File: src/rtl/rtc_snap_pkg.sv
package rtc_snap_pkg;

  // number of time counters held side by side
  localparam int unsigned CNT_N = 2;
  localparam int unsigned NET_IDX = 0;
  localparam int unsigned PPS_IDX = 1;

  // strobes from control to datapath
  typedef struct packed {
    logic             capture;
    logic [CNT_N-1:0] incLoad;
  } snapStrobe_t;

endpackage

File: src/rtl/rtc_counter.sv
module rtc_counter #(
  parameter int unsigned SEC_W   = 32,
  parameter int unsigned NS_W    = 30,
  parameter int unsigned FRAC_W  = 16,
  parameter int unsigned NS_ROLL = 1000000000,
  parameter int unsigned INC_W   = NS_W + FRAC_W,
  parameter logic [INC_W-1:0] INC_RST = INC_W'(8) << FRAC_W
) (
  input  logic             clk,
  input  logic             rstN,
  input  logic             incLoad,
  input  logic [INC_W-1:0] incIn,
  output logic [SEC_W-1:0] secOut,
  output logic [NS_W-1:0]  nsOut
);

  localparam int unsigned ACC_W = INC_W + 1;
  localparam logic [NS_W:0] ROLL_V = (NS_W + 1)'(NS_ROLL);

  logic [INC_W-1:0]  incReg;
  logic [FRAC_W-1:0] fracReg;
  logic [NS_W-1:0]   nsReg;
  logic [SEC_W-1:0]  secReg;

  logic [ACC_W-1:0]  accSum;
  logic [NS_W:0]     sumNs;
  logic              wrapSec;
  logic [NS_W:0]     nsWrapped;
  logic [NS_W-1:0]   nsNext;

  always_comb begin
    accSum    = {1'b0, nsReg, fracReg} + {1'b0, incReg};
    sumNs     = accSum[ACC_W-1:FRAC_W];
    wrapSec   = (sumNs >= ROLL_V);
    nsWrapped = sumNs - ROLL_V;
    nsNext    = wrapSec ? nsWrapped[NS_W-1:0] : sumNs[NS_W-1:0];
  end

  always_ff @(posedge clk) begin
    if (!rstN) begin
      incReg  <= INC_RST;
      fracReg <= '0;
      nsReg   <= '0;
      secReg  <= '0;
    end else begin
      fracReg <= accSum[FRAC_W-1:0];
      nsReg   <= nsNext;
      secReg  <= secReg + SEC_W'(wrapSec);
      if (incLoad) begin
        incReg <= incIn;
      end
    end
  end

  assign secOut = secReg;
  assign nsOut  = nsReg;

endmodule

File: src/rtl/snap_ctrl.sv
module snap_ctrl
  import rtc_snap_pkg::*;
(
  input  logic        clk,
  input  logic        rstN,
  input  logic        snapReq,
  input  logic        snapAck,
  input  logic        netIncWe,
  input  logic        ppsIncWe,
  output snapStrobe_t strobe,
  output logic        snapValid,
  output logic        incErr
);

  logic validQ;
  logic errQ;
  logic pending;
  logic anyWe;

  always_comb begin
    pending                = snapReq || validQ;
    anyWe                  = netIncWe || ppsIncWe;
    strobe.capture         = snapReq && !validQ;
    strobe.incLoad[NET_IDX] = netIncWe && !pending;
    strobe.incLoad[PPS_IDX] = ppsIncWe && !pending;
  end

  always_ff @(posedge clk) begin
    if (!rstN) begin
      validQ <= 1'b0;
      errQ   <= 1'b0;
    end else begin
      errQ <= anyWe && pending;
      if (validQ) begin
        validQ <= !snapAck;
      end else begin
        validQ <= snapReq;
      end
    end
  end

  assign snapValid = validQ;
  assign incErr    = errQ;

endmodule

File: src/rtl/snap_datapath.sv
module snap_datapath
  import rtc_snap_pkg::*;
#(
  parameter int unsigned SEC_W   = 32,
  parameter int unsigned NS_W    = 30,
  parameter int unsigned FRAC_W  = 16,
  parameter int unsigned NS_ROLL = 1000000000,
  parameter int unsigned INC_W   = NS_W + FRAC_W
) (
  input  logic             clk,
  input  logic             rstN,
  input  snapStrobe_t      strobe,
  input  logic [INC_W-1:0] netIncVal,
  input  logic [INC_W-1:0] ppsIncVal,
  output logic [SEC_W-1:0] netSec,
  output logic [NS_W-1:0]  netNs,
  output logic [SEC_W-1:0] ppsSec,
  output logic [NS_W-1:0]  ppsNs,
  output logic [SEC_W-1:0] snapNetSec,
  output logic [NS_W-1:0]  snapNetNs,
  output logic [SEC_W-1:0] snapPpsSec,
  output logic [NS_W-1:0]  snapPpsNs
);

  logic [INC_W-1:0] incArr  [CNT_N];
  logic [SEC_W-1:0] secArr  [CNT_N];
  logic [NS_W-1:0]  nsArr   [CNT_N];
  logic [SEC_W-1:0] capSec  [CNT_N];
  logic [NS_W-1:0]  capNs   [CNT_N];

  assign incArr[NET_IDX] = netIncVal;
  assign incArr[PPS_IDX] = ppsIncVal;

  for (genvar gi = 0; gi < CNT_N; gi++) begin : g_cnt
    rtc_counter #(
      .SEC_W  (SEC_W),
      .NS_W   (NS_W),
      .FRAC_W (FRAC_W),
      .NS_ROLL(NS_ROLL),
      .INC_W  (INC_W)
    ) u_cnt (
      .clk    (clk),
      .rstN   (rstN),
      .incLoad(strobe.incLoad[gi]),
      .incIn  (incArr[gi]),
      .secOut (secArr[gi]),
      .nsOut  (nsArr[gi])
    );

    // all captures share the one strobe: same edge for every counter
    always_ff @(posedge clk) begin
      if (!rstN) begin
        capSec[gi] <= '0;
        capNs[gi]  <= '0;
      end else if (strobe.capture) begin
        capSec[gi] <= secArr[gi];
        capNs[gi]  <= nsArr[gi];
      end
    end
  end

  assign netSec     = secArr[NET_IDX];
  assign netNs      = nsArr[NET_IDX];
  assign ppsSec     = secArr[PPS_IDX];
  assign ppsNs      = nsArr[PPS_IDX];
  assign snapNetSec = capSec[NET_IDX];
  assign snapNetNs  = capNs[NET_IDX];
  assign snapPpsSec = capSec[PPS_IDX];
  assign snapPpsNs  = capNs[PPS_IDX];

endmodule

File: src/rtl/dual_rtc_snap.sv
module dual_rtc_snap
  import rtc_snap_pkg::*;
#(
  parameter int unsigned SEC_W   = 32,
  parameter int unsigned NS_W    = 30,
  parameter int unsigned FRAC_W  = 16,
  parameter int unsigned NS_ROLL = 1000000000
) (
  input  logic                    clk,
  input  logic                    rstN,
  input  logic                    snapReq,
  input  logic                    snapAck,
  input  logic                    netIncWe,
  input  logic [NS_W+FRAC_W-1:0]  netIncVal,
  input  logic                    ppsIncWe,
  input  logic [NS_W+FRAC_W-1:0]  ppsIncVal,
  output logic [SEC_W-1:0]        netSec,
  output logic [NS_W-1:0]         netNs,
  output logic [SEC_W-1:0]        ppsSec,
  output logic [NS_W-1:0]         ppsNs,
  output logic                    snapValid,
  output logic                    incErr,
  output logic [SEC_W-1:0]        snapNetSec,
  output logic [NS_W-1:0]         snapNetNs,
  output logic [SEC_W-1:0]        snapPpsSec,
  output logic [NS_W-1:0]         snapPpsNs
);

  localparam int unsigned INC_W = NS_W + FRAC_W;

  snapStrobe_t strobe;

  snap_ctrl u_ctrl (
    .clk      (clk),
    .rstN     (rstN),
    .snapReq  (snapReq),
    .snapAck  (snapAck),
    .netIncWe (netIncWe),
    .ppsIncWe (ppsIncWe),
    .strobe   (strobe),
    .snapValid(snapValid),
    .incErr   (incErr)
  );

  snap_datapath #(
    .SEC_W  (SEC_W),
    .NS_W   (NS_W),
    .FRAC_W (FRAC_W),
    .NS_ROLL(NS_ROLL),
    .INC_W  (INC_W)
  ) u_dp (
    .clk       (clk),
    .rstN      (rstN),
    .strobe    (strobe),
    .netIncVal (netIncVal),
    .ppsIncVal (ppsIncVal),
    .netSec    (netSec),
    .netNs     (netNs),
    .ppsSec    (ppsSec),
    .ppsNs     (ppsNs),
    .snapNetSec(snapNetSec),
    .snapNetNs (snapNetNs),
    .snapPpsSec(snapPpsSec),
    .snapPpsNs (snapPpsNs)
  );

endmodule

File: config.mk
export PLATFORM = sky130hd
export DESIGN_NAME = dual_rtc_snap
export DESIGN_NICKNAME = d
export VERILOG_FILES = /design/src/rtl/rtc_snap_pkg.sv /design/src/rtl/rtc_counter.sv /design/src/rtl/snap_ctrl.sv /design/src/rtl/snap_datapath.sv /design/src/rtl/dual_rtc_snap.sv
export SDC_FILE = /design/constraint.sdc
export NUM_CORES = 1
export LEC_CHECK = 0
export BUFFER_PORTS_ARGS = -buffer_cell sky130_fd_sc_hd__buf_4
export CORE_MARGIN = 10
export CORE_UTILIZATION = 50
export CTS_CLUSTER_DIAMETER = 50
export CTS_CLUSTER_SIZE = 12
export DETAILED_ROUTE_END_ITERATION = 12
export PLACE_DENSITY = 0.72
export SKIP_CTS_REPAIR_TIMING = 1
export SLEW_MARGIN = 15
export SYNTH_ARGS = -nofsm -noshare
export SYNTH_HDL_FRONTEND = slang
export SYNTH_HIERARCHICAL = 1
export SYNTH_SLANG_ARGS = --single-unit
File: constraint.sdc
create_clock -name clk -period 8.62 [get_ports clk]
set_input_delay 0.862 -clock clk [delete_from_list [all_inputs] [get_ports clk]]
set_output_delay 0.862 -clock clk [all_outputs]
set_load 0.02 [all_outputs]
# Yosys cells after proc, flatten, opt, wreduce, memory -nomap -nowiden
# Memories as Yosys holds them, arrays and structs flattened.
# Index checks and enable logic that the tools add are counted.
dict set report op_classes {
  n_addsub 6
  order_cmp 2
  mux 11
  bitwise 4
  reduce_logical 9
}
# operator n
set op_table {}
lappend op_table {{2-to-1 mux 30 bit} 4}
lappend op_table {{adder 46 x 46 -> 47 bit} 2}
lappend op_table {{adder 32 x 1 -> 32 bit} 2}
lappend op_table {{2-to-1 mux 32 bit} 2}
lappend op_table {{greater-or-equal comparator 31 x 30 -> 1 bit, second input constant} 2}
lappend op_table {{subtractor 30 bit, second input constant} 2}
lappend op_table {{2-to-1 mux 1 bit} 5}
lappend op_table {{logical AND 1 bit} 4}
lappend op_table {{bitwise OR 1 bit} 4}
lappend op_table {{zero test 1 bit} 3}
lappend op_table {{logical OR 1 bit} 2}
dict set report word_totals {
  reg_bits 250
  mem_bits_rw 124
  output_inout_bits 250
  elab_cells 44
  memories 2
}
# name words word_bits rd rd_ports_with_merged_regs wr line
set mem_list {}
lappend mem_list {u_dp.capSec 2 32 2 0 2 snap_datapath.sv:28} ;# logic [SEC_W-1:0] capSec [CNT_N];
lappend mem_list {u_dp.capNs 2 30 2 0 2 snap_datapath.sv:29} ;# logic [NS_W-1:0] capNs [CNT_N];

# Depth between registers and ports, before layout
# Gate-level depths: netlist of run 1.
dict set report depth {
  depth_word 6
  mapped_depth 26
  depth_no_buf 24
}

# Cells and area by module
# The synthesis of run 1 kept the hierarchy.
# module instances cells_per_inst area_each_um2 seq_area_each_um2
set modules_own_cells {}
lappend modules_own_cells {rtc_counter 2 971 7876.3 2482.4}
lappend modules_own_cells {snap_datapath 1 275 4663.2 3723.6}
lappend modules_own_cells {snap_ctrl 1 9 78.8 40.0}

# Worst setup path after synthesis of run 1
# OpenSTA, ideal clock, no wires.
dict set report synth_timing {
  path_kind {register to register}
  start {reg u_dp.g_cnt[0].u_cnt.incReg[0]}
  end {reg u_dp.g_cnt[0].u_cnt.secReg[16]}
  setup_ps 128
  arrival_ps 4895
  slack_ps 3597
  path_stages_with_launch 27
  path_buffers 3
  period_less_slack_ps 5023
  cell_sequence {dfxtp_1 ha_1 fa_1 a21o_1 a311o_1 nand2_1 a2111oi_0 nor3_1 xnor2_1 inv_1 ha_1 nor2_1 a211oi_1 o221ai_1 a311oi_2 a21o_1 buf_2 nand2_1 ha_1 ha_1 and2_1 clkbuf_1 and2_1 clkbuf_1 nand3_1 xor2_1 nor2_1}
}
dict set report synth_between {
  elab_chain_cells 3
}
# item line
set synth_lines {}
lappend synth_lines {{start: declaration} rtc_counter.sv:20} ;# logic [INC_W-1:0] incReg;
lappend synth_lines {{start signal: assignment} rtc_counter.sv:50} ;# incReg <= incIn;
lappend synth_lines {{adder 46 x 46 -> 47 bit} rtc_counter.sv:32} ;# accSum = {1'b0, nsReg, fracReg} + {1'b0, incReg};
lappend synth_lines {{greater-or-equal comparator 31 x 30 -> 1 bit} rtc_counter.sv:34} ;# wrapSec = (sumNs >= ROLL_V);
lappend synth_lines {{adder 32 x 1 -> 32 bit} rtc_counter.sv:48} ;# secReg <= secReg + SEC_W'(wrapSec);
lappend synth_lines {{end signal: assignment} rtc_counter.sv:48}
lappend synth_lines {{end: declaration} rtc_counter.sv:23} ;# logic [SEC_W-1:0] secReg;
# Every way passes these cells.
# A chain may end at the register's enable or synchronous reset.

# Worst setup path in the final report of run 1
dict set report layout_timing {
  start {reg u_dp.g_cnt[1].u_cnt.incReg[0]}
  end {reg u_dp.g_cnt[1].u_cnt.secReg[16]}
}
dict set report layout_between {
  elab_chain_cells 3
}
# item line
set layout_lines {}
lappend layout_lines {{start: declaration} rtc_counter.sv:20}
lappend layout_lines {{start signal: assignment} rtc_counter.sv:50}
lappend layout_lines {{adder 46 x 46 -> 47 bit} rtc_counter.sv:32}
lappend layout_lines {{greater-or-equal comparator 31 x 30 -> 1 bit} rtc_counter.sv:34}
lappend layout_lines {{adder 32 x 1 -> 32 bit} rtc_counter.sv:48}
lappend layout_lines {{end signal: assignment} rtc_counter.sv:48}
lappend layout_lines {{end: declaration} rtc_counter.sv:23}
# Every way passes these cells.

==> summary.md, run 1 <==
| Metric | Value |
|---|---|
| Status | `finished, final reports clean` |
| Worst Hold Class | `in -> reg` |
| CTS Buffer Depth | `3` |
| End of the critical path | `u_dp/g_cnt[1].u_cnt/secOut[16]` |
| Leakage | `~0.011 uW` |
| Final hold violation count | `0` |
| R2R setup slack | `around 2.7 ns` |
| Global-route wire length before repair | `around 100 mm` |
| RSZ-0062 raised after global routing | `no` |
| I/O pin count | `~350` |
| Final GP Congestion | `a little under 1` |
| DR vias/cell | `about 5.9` |
| Die Ht | `between 200 and 250 um` |
| Antenna cells | `0` |
| Pin count of the biggest net entering global routing | `126` |
| Prevailing post-synth register cell | `dfxtp_1` |
| Asr flop ratio synth | `0` |
| Worst path arrival time | `~6.4 ns` |
| Gate power share | `0.154` |
| CTS tree | `yes` |
| Start of the worst register-to-register path | `u_dp/g_cnt[1].u_cnt/incReg[0]` |
| Worst VDD drop | `~0.17 mV` |
| R2R depth | `23` |
| CTS Buf Count | `42` |
| Yosys cell types | `73` |
| Initial antenna violation count | `0` |
| Synth Area in Simple Gates | `0.230` |
| Core area | `0.0406 sq mm` |
| Synthesized Nets | `between 2k and 2.5k` |
| Initial core utilization | `0.504` |
| Synth Area in XOR/XNOR | `0.0470` |
| Setup TNS | `0 ns` |
| Worst EP required | `about 9.1 ns` |
| Gate Count Post-Synth | `~2.2k` |
| Compound-Gate Fraction of Synth Area | `0.144` |
| Part of the Yosys area used for sequential elements | `0.426` |
| Critical path class | `reg -> reg` |
| Ys Warns | `6` |
| Int Pwr | `3100 uW` |
| Iteration-0 DRC Markers | `approximately 1.5k` |
| Vias | `about 18k` |
| Highest clock rate | `between 0.15 and 0.2 GHz` |
| # clock sinks | `approximately 370` |
| Grt ovf | `0` |
| Final setup fails | `0` |
| Slew headroom | `0.271` |
| Routed WL | `between 60 and 70 mm` |
| P&R area growth vs syn | `20.2%` |
| Syn avg cell area | `between 9 and 10 sq um` |
| # rows | `74` |
| DRT Pass-1 Iters | `6` |
| PortBufs | `roughly 350` |
| Fillers | `3542` |
| Register bit total from synthesis | `roughly 370` |
| Fraction of layout cells with a size suffix above 1 | `0.183` |
| EDFF count, synth | `approximately 120` |
| Clock root buffer master | `clkbuf_16` |
| Max-slew violation count | `0` |
| Setup crit start kind | `flip-flop` |
| Fin nets | `roughly 2.7k` |
| Total track usage | `0.261` |
| Main combinational cell family by area after synthesis | `simple AND/OR/NAND/NOR gates` |
| Clk_skew | `roughly 0.027 ns` |
| Detail Route Antenna Nets | `0` |
| Hpwl dp | `between 50 and 60 mm` |
| Worst-path clk slew | `about 0.060 ns` |
| H-tree depth | `2` |
| Die extent in x | `roughly 220 um` |
| Clock network fraction of total power | `0.393` |
| Routed WL per cell | `22.1 um` |
| Reg2reg end | `u_dp/g_cnt[1].u_cnt/secOut[16]` |
| Mux cell area share after synthesis | `0.0598` |
| Sequential share of power | `0.453` |
| Post-route clock period utilization | `0.691` |
| Worst Path Max Fanout | `9` |
| Synth Area in Adders | `0.0630` |
| Die ar. | `0.0495 sq mm` |
| Drc violations | `0` |
| Critical path origin | `u_dp/g_cnt[1].u_cnt/incReg[0]` |
| Tightest Pin Transition | `around 1.1 ns` |
| Vias in the first global route | `roughly 17k` |
| Clock network latency to the later pin of the worst-skew pair | `approximately 0.6 ns` |
| Min Tclk post-route | `about 6 ns` |
| Power density over the cells | `between 150 and 200 mW/mm^2` |
| Finished Core Util | `0.606` |
| Number of max-cap violations | `0` |
| CP endpoint kind | `flip-flop` |
| Netlist Area Pre-Place | `approximately 0.02 sq mm` |
| P_sw | `1230 uW` |
| Switching Fraction | `0.284` |
-- cell usage in the layout (no fill, tap or decap), types with 42 or more instances in the layout --
cell type	n
a21o_1	44
a21oi_1	143
and3_1	154
buf_4	357
clkbuf_16	42
dfxtp_1	250
edfxtp_1	124
ha_1	100
mux2i_1	118
nand2_1	190
nand3_1	60
nand4_1	56
nor2_1	258
o21ai_0	92
xor2_1	70
-- routing by layer --
metal | up-vias | wire [um] | share of wire | global-route usage
li1 | 8703 | - | - | -
met1 | 8646 | 28200 | 0.42 | 0.320
met2 | 672 | 33600 | 0.49 | 0.455
met3 | 95 | 4430 | 0.065 | 0.0521
met4 | 0 | 1730 | 0.025 | 0.0756
met5 | - | 0 | 0 | 0
-- cells in the mapped netlist, types with 10 or more instances --
master / number / area [sq um]
nor2_1: 258 / 968
dfxtp_1: 250 / 5000
nand2_1: 190 / 713
and3_1: 154 / 963
a21oi_1: 143 / 716
edfxtp_1: 124 / 3720
mux2i_1: 118 / 1180
ha_1: 100 / 1250
o21ai_0: 92 / 460
clkbuf_1: 85 / 319
xor2_1: 70 / 613
nand3_1: 60 / 300
nand4_1: 56 / 350
a21o_1: 44 / 330
nor3_1: 40 / 200
xnor2_1: 40 / 350
and2_1: 38 / 238
or3_1: 28 / 175
buf_2: 24 / 120
o211ai_1: 22 / 165
inv_1: 20 / 75.1
and4_1: 18 / 158
nand2b_1: 17 / 106
a211oi_1: 16 / 120
nor2b_1: 15 / 93.8
nor4_1: 14 / 87.6
o21ai_1: 11 / 55.1
or2_2: 10 / 62.6
-- power groups by stage --
stage	Combinational (uW)	Sequential (uW)	Clock, uW
floorplan	353	2050	0
global placement	660	2000	0
CTS	666	1960	1730
detailed placement	663	2000	0
global route	719	1970	1810
finish	667	1960	1700
-- area by class of cell --
type | instances | area [sq um] | area share
multi-input cells | 1712 | 11200 | 0.454
flip-flops and latches | 374 | 8730 | 0.354
repair buffers | 357 | 2680 | 0.109
clock buffers | 61 | 1150 | 0.0468
well taps | 532 | 666 | 0.0270
clock inverters | 14 | 146 | 0.00594
inverters | 22 | 83.8 | 0.00340
-- through the flow --
step | total power (uW) | hold slack (ns) | setup slack (ns) | std cells | instance area (sq um)
6_report | 4330 | 0.461 | 2.67 | 3072 | 24600
5_1_grt | 4500 | 0.439 | 2.26 | 3072 | 24600
4_1_cts | 4360 | 0.433 | 2.68 | 3072 | 24600
3_5_place_dp | 2660 | 0.483 | 2.69 | 2997 | 23300
3_3_place_gp | 2660 | 0.470 | 2.81 | 2997 | 23300
2_1_floorplan | 2410 | 0.446 | 3.60 | 2226 | 20500
-- worst max-delay path, stage by stage (launching register included) --
cell and delay (ns):
dfxtp_1 0.31, ha_1 0.22, fa_1 0.41, a21o_1 0.20
a311o_1 0.37, nand2_1 0.32, a2111oi_0 0.19, nor3_1 0.25
xnor2_1 0.15, inv_1 0.10, ha_1 0.20, nor2_1 0.08
a211oi_1 0.33, o221ai_1 0.29, a311oi_2 0.52, a21o_1 0.40
nand2_1 0.22, ha_1 0.24, ha_1 0.20, and2_1 0.25
and2_1 0.23, nand3_1 0.12, xor2_1 0.16, nor2_1 0.05
-- cell families (layout without fill, tap and decap cells) --
| kind of cell | Yosys count | after routing |
|---|---|---|
| simple gates | 928 | 928 |
| xor+xnor | 110 | 110 |
| flops | 374 | 374 |
| compound gates | 450 | 450 |
| buf+inv | 140 | 454 |
| mux | 122 | 122 |
| fa+ha+maj | 102 | 102 |
-- worst min path at each step --
stage	start	end	cells after the start
after floorplan	u_dp/g_cnt[0].u_cnt/incReg[19]	u_dp/g_cnt[0].u_cnt/incReg[19]	2
after global placement	u_dp/g_cnt[1].u_cnt/incReg[19]	u_dp/g_cnt[1].u_cnt/incReg[19]	2
after detailed placement	u_dp/g_cnt[0].u_cnt/incReg[19]	u_dp/g_cnt[0].u_cnt/incReg[19]	2
after CTS	snapAck	u_ctrl/snapValid	2
after global routing	snapAck	u_ctrl/snapValid	2
final	snapAck	u_ctrl/snapValid	2
-- registers in the layout (all words and copies together) (netlist names) --
signal                    cells
u_ctrl/incErr                 1
u_ctrl/snapValid              1
u_dp/capNs                   60
u_dp/capSec                  64
u_dp/g_cnt.u_cnt/fracReg     32
u_dp/g_cnt.u_cnt/incReg      92
u_dp/g_cnt.u_cnt/nsOut       60
u_dp/g_cnt.u_cnt/secOut      64
No activity file was read; power rests on OpenSTA's default activity.
==> run 2: changes to the inputs <==
PLACE_DENSITY = 0.75   (was 0.72)
clock period = 5.4 ns   (was 8.62 ns; I/O delays follow)
==> run 2 against run 1 <==
Clock power up 76%. Die area unchanged. Highest routed layer is now met5. Total power up 67%. Critical path type unchanged. Critical endpoint is now u_dp/g_cnt[0].u_cnt/secOut[31].
==> summary.md, run 2 (synthesized netlist as in run 1, its figures left out) <==
| Metric | Value |
|---|---|
| Clock network latency to the later pin of the worst-skew pair | `0.59 ns (about the same)` |
| Die extent in x | `222 um (unchanged)` |
| End of the critical path | `u_dp/g_cnt[0].u_cnt/secOut[31] (was u_dp/g_cnt[1].u_cnt/secOut[16])` |
| Critical path origin | `u_dp/g_cnt[0].u_cnt/incReg[14] (was u_dp/g_cnt[1].u_cnt/incReg[0])` |
| DR vias/cell | `5.96 (was 5.90)` |
| Drc violations | `0 (unchanged)` |
| Finished Core Util | `0.623 (was 0.606)` |
| CTS Buffer Depth | `3 (unchanged)` |
| Highest clock rate | `0.194 GHz (was 0.168 GHz)` |
| DRT Pass-1 Iters | `6 (unchanged)` |
| Worst path arrival time | `5.59 ns (was 6.39 ns)` |
| Dpl ws | `-0.0151 ns (was 2.69 ns)` |
| Fin nets | `2755 (was 2709)` |
| Most common cell after layout, fill and taps aside | `buf_4 (unchanged)` |
| Leakage | `0.0112 uW (was 0.0109 uW)` |
| Vias in the first global route | `17.8k (was 17.5k)` |
| Global-route wire length before repair | `103 mm (was 104 mm)` |
| Iteration-0 DRC Markers | `1671 (was 1486)` |
| Hpwl dp | `51.0 mm (was 51.7 mm)` |
| Post-route cell area | `0.0253 sq mm (was 0.0246 sq mm)` |
| CP endpoint kind | `flip-flop (unchanged)` |
| Power density over the cells | `285 mW/mm^2 (was 176 mW/mm^2)` |
| CTS tree | `yes (unchanged)` |
| Worst-path clk slew | `0.06 ns (about the same)` |
| Total track usage | `0.257 (was 0.261)` |
| Critical path class | `reg -> reg (unchanged)` |
| # rows | `74 (unchanged)` |
| Max-slew violation count | `0 (unchanged)` |
| Start of the worst register-to-register path | `u_dp/g_cnt[0].u_cnt/incReg[14] (was u_dp/g_cnt[1].u_cnt/incReg[0])` |
| # clock sinks | `374 (unchanged)` |
| Initial core utilization | `0.504 (unchanged)` |
| Die ar. | `0.0495 sq mm (unchanged)` |
| Die Ht | `222 um (unchanged)` |
| I/O pin count | `348 (unchanged)` |
| R2R depth | `19 (was 23)` |
| Slew headroom | `0.382 (was 0.271)` |
| Routed WL per cell | `21.4 um (was 22.1 um)` |
| Post-route clock period utilization | `0.956 (was 0.691)` |
| H-tree depth | `2 (unchanged)` |
| CTS Buf Count | `44 (was 42)` |
| Worst path setup slack after routing | `0.240 ns (was 2.67 ns)` |
| Routed WL | `66.9 mm (was 68.0 mm)` |
| Setup crit start kind | `flip-flop (unchanged)` |
| P&R area growth vs syn | `23.6% (was 20.2%)` |
| Fraction of layout cells with a size suffix above 1 | `0.210 (was 0.183)` |
| Post-DP Area | `0.0236 sq mm (was 0.0233 sq mm)` |
| R2R setup slack | `0.24 ns (was 2.67 ns)` |
| Number of max-cap violations | `0 (unchanged)` |
| PortBufs | `347 (unchanged)` |
| Status | `finished, final reports clean (unchanged)` |
| Reg2reg end | `u_dp/g_cnt[0].u_cnt/secOut[31] (was u_dp/g_cnt[1].u_cnt/secOut[16])` |
| Hold WS | `0.141 ns (was 0.461 ns)` |
| Worst VDD drop | `0.278 mV (was 0.168 mV)` |
| Worst EP required | `5.83 ns (was 9.06 ns)` |
| CP max stage cell | `or4_4 (was a311oi_2)` |
| Final setup fails | `0 (unchanged)` |
| Most flops, register | `u_dp/g_cnt.u_cnt/incReg (unchanged)` |
| Worst Path Max Fanout | `8 (was 9)` |
| Initial antenna violation count | `5 (was 0)` |
| Vias | `18.6k (was 18.1k)` |
| Max incr delay on CP | `0.57 ns (was 0.52 ns)` |
| Largest register FFs | `92 (unchanged)` |
| Pin count of the biggest net entering global routing | `90 (was 126)` |
| Final GP Congestion | `1.00 (was 0.994)` |
| Clk_skew | `0.0260 ns (was 0.0268 ns)` |
| Clock root buffer master | `clkbuf_16 (unchanged)` |
| Detail Route Antenna Nets | `0 (unchanged)` |
| Worst path cell trace | `ha_1 -> a21oi_1 -> o21ai_0 -> a221oi_2 -> nor2_1 -> o41ai_1 -> nand2_1 -> nor3_2 -> nand4_1 -> or4_4 -> a21o_1 -> nand2_2 -> ha_1 -> nand3_1 -> nor4_1 -> buf_4 -> nand3_1 -> xor2_1 -> nor2_1 (was ha_1 -> fa_1 -> a21o_1 -> a311o_1 -> nand2_1 -> a2111oi_0 -> nor3_1 -> xnor2_1 -> inv_1 -> ha_1 -> nor2_1 -> a211oi_1 -> o221ai_1 -> a311oi_2 -> a21o_1 -> nand2_1 -> ha_1 -> ha_1 -> and2_1 -> and2_1 -> nand3_1 -> xor2_1 -> nor2_1)` |
| Min Tclk post-route | `5.16 ns (was 5.95 ns)` |
| Worst Hold Class | `in -> reg (unchanged)` |
| Core area | `0.0406 sq mm (unchanged)` |
| Grt ovf | `0 (unchanged)` |
| Tightest Pin Transition | `0.927 ns (was 1.09 ns)` |
| Final hold violation count | `0 (unchanged)` |
| Commonest cells after routing, fill and taps aside | `buf_4, nor2_1, dfxtp_1 (unchanged)` |
[run 2: cell count changes in the layout (fill, tap and decap cells not counted), sizes merged]
cell | previous run | this run
clkinvlp | 2 | 1
bufinv | 0 | 3
clkbuf | 61 | 64
diode | 0 | 3
buf | 357 | 401
[run 2: layout make-up]
class / instances / area (sq um)
fill: 3484 / 15300
multi-input combinational: 1712 / 11400
sequential: 374 / 8730
timing repair buffer: 401 / 3010
clock buffer: 64 / 1260
tap: 532 / 666
clock inverter: 16 / 196
inverter: 22 / 83.8
antenna: 3 / 7.51
[run 2: worst min path at each step]
| stage | start | end | slack (ns) | cells past startpoint |
|---|---|---|---|---|
| 2_1_floorplan | u_dp/g_cnt[0].u_cnt/incReg[19] | u_dp/g_cnt[0].u_cnt/incReg[19] | 0.45 | 2 |
| 3_3_place_gp | u_dp/g_cnt[0].u_cnt/incReg[19] | u_dp/g_cnt[0].u_cnt/incReg[19] | 0.47 | 2 |
| 3_5_place_dp | u_dp/g_cnt[0].u_cnt/incReg[19] | u_dp/g_cnt[0].u_cnt/incReg[19] | 0.48 | 2 |
| 4_1_cts | snapAck | u_ctrl/snapValid | 0.12 | 2 |
| 5_1_grt | snapAck | u_ctrl/snapValid | 0.16 | 2 |
| 6_report | snapAck | u_ctrl/snapValid | 0.14 | 2 |
[run 2: stage by stage]
step | TNS (ns) | instances | power, uW
global route | -0.0329 | 3124 | 7510
detailed placement | -0.0226 | 3037 | 4270
global placement | 0 | 3037 | 4250
floorplan | 0 | 2226 | 3840
CTS | -0.106 | 3117 | 7260
finish | 0 | 3124 | 7230
[run 2: power by group]
part	switching [uW]	internal [uW]
clock network	1210	1780
logic	682	424
registers	88.2	3050
[run 2: routing by layer]
metal | up-vias | part of all wire | global-route usage | wire length (um)
met5 | - | 0.00019 | 0 | 13
met4 | 2 | 0.030 | 0.0848 | 1980
met3 | 117 | 0.092 | 0.0710 | 6120
met2 | 794 | 0.44 | 0.391 | 29600
met1 | 8904 | 0.44 | 0.346 | 29200
li1 | 8801 | - | - | -
[run 2: worst max-delay path, delay by kind of cell (launching register included)]
kind                       cells  cell delay [ns]
adders and majority gates      2             0.61
xor gates and xnor gates       1             0.17
and+or+nand+nor               10             1.92
DFF                            1             0.32
buffers and inverters          1             0.19
AOI/OAI and AO/OA              5             1.82
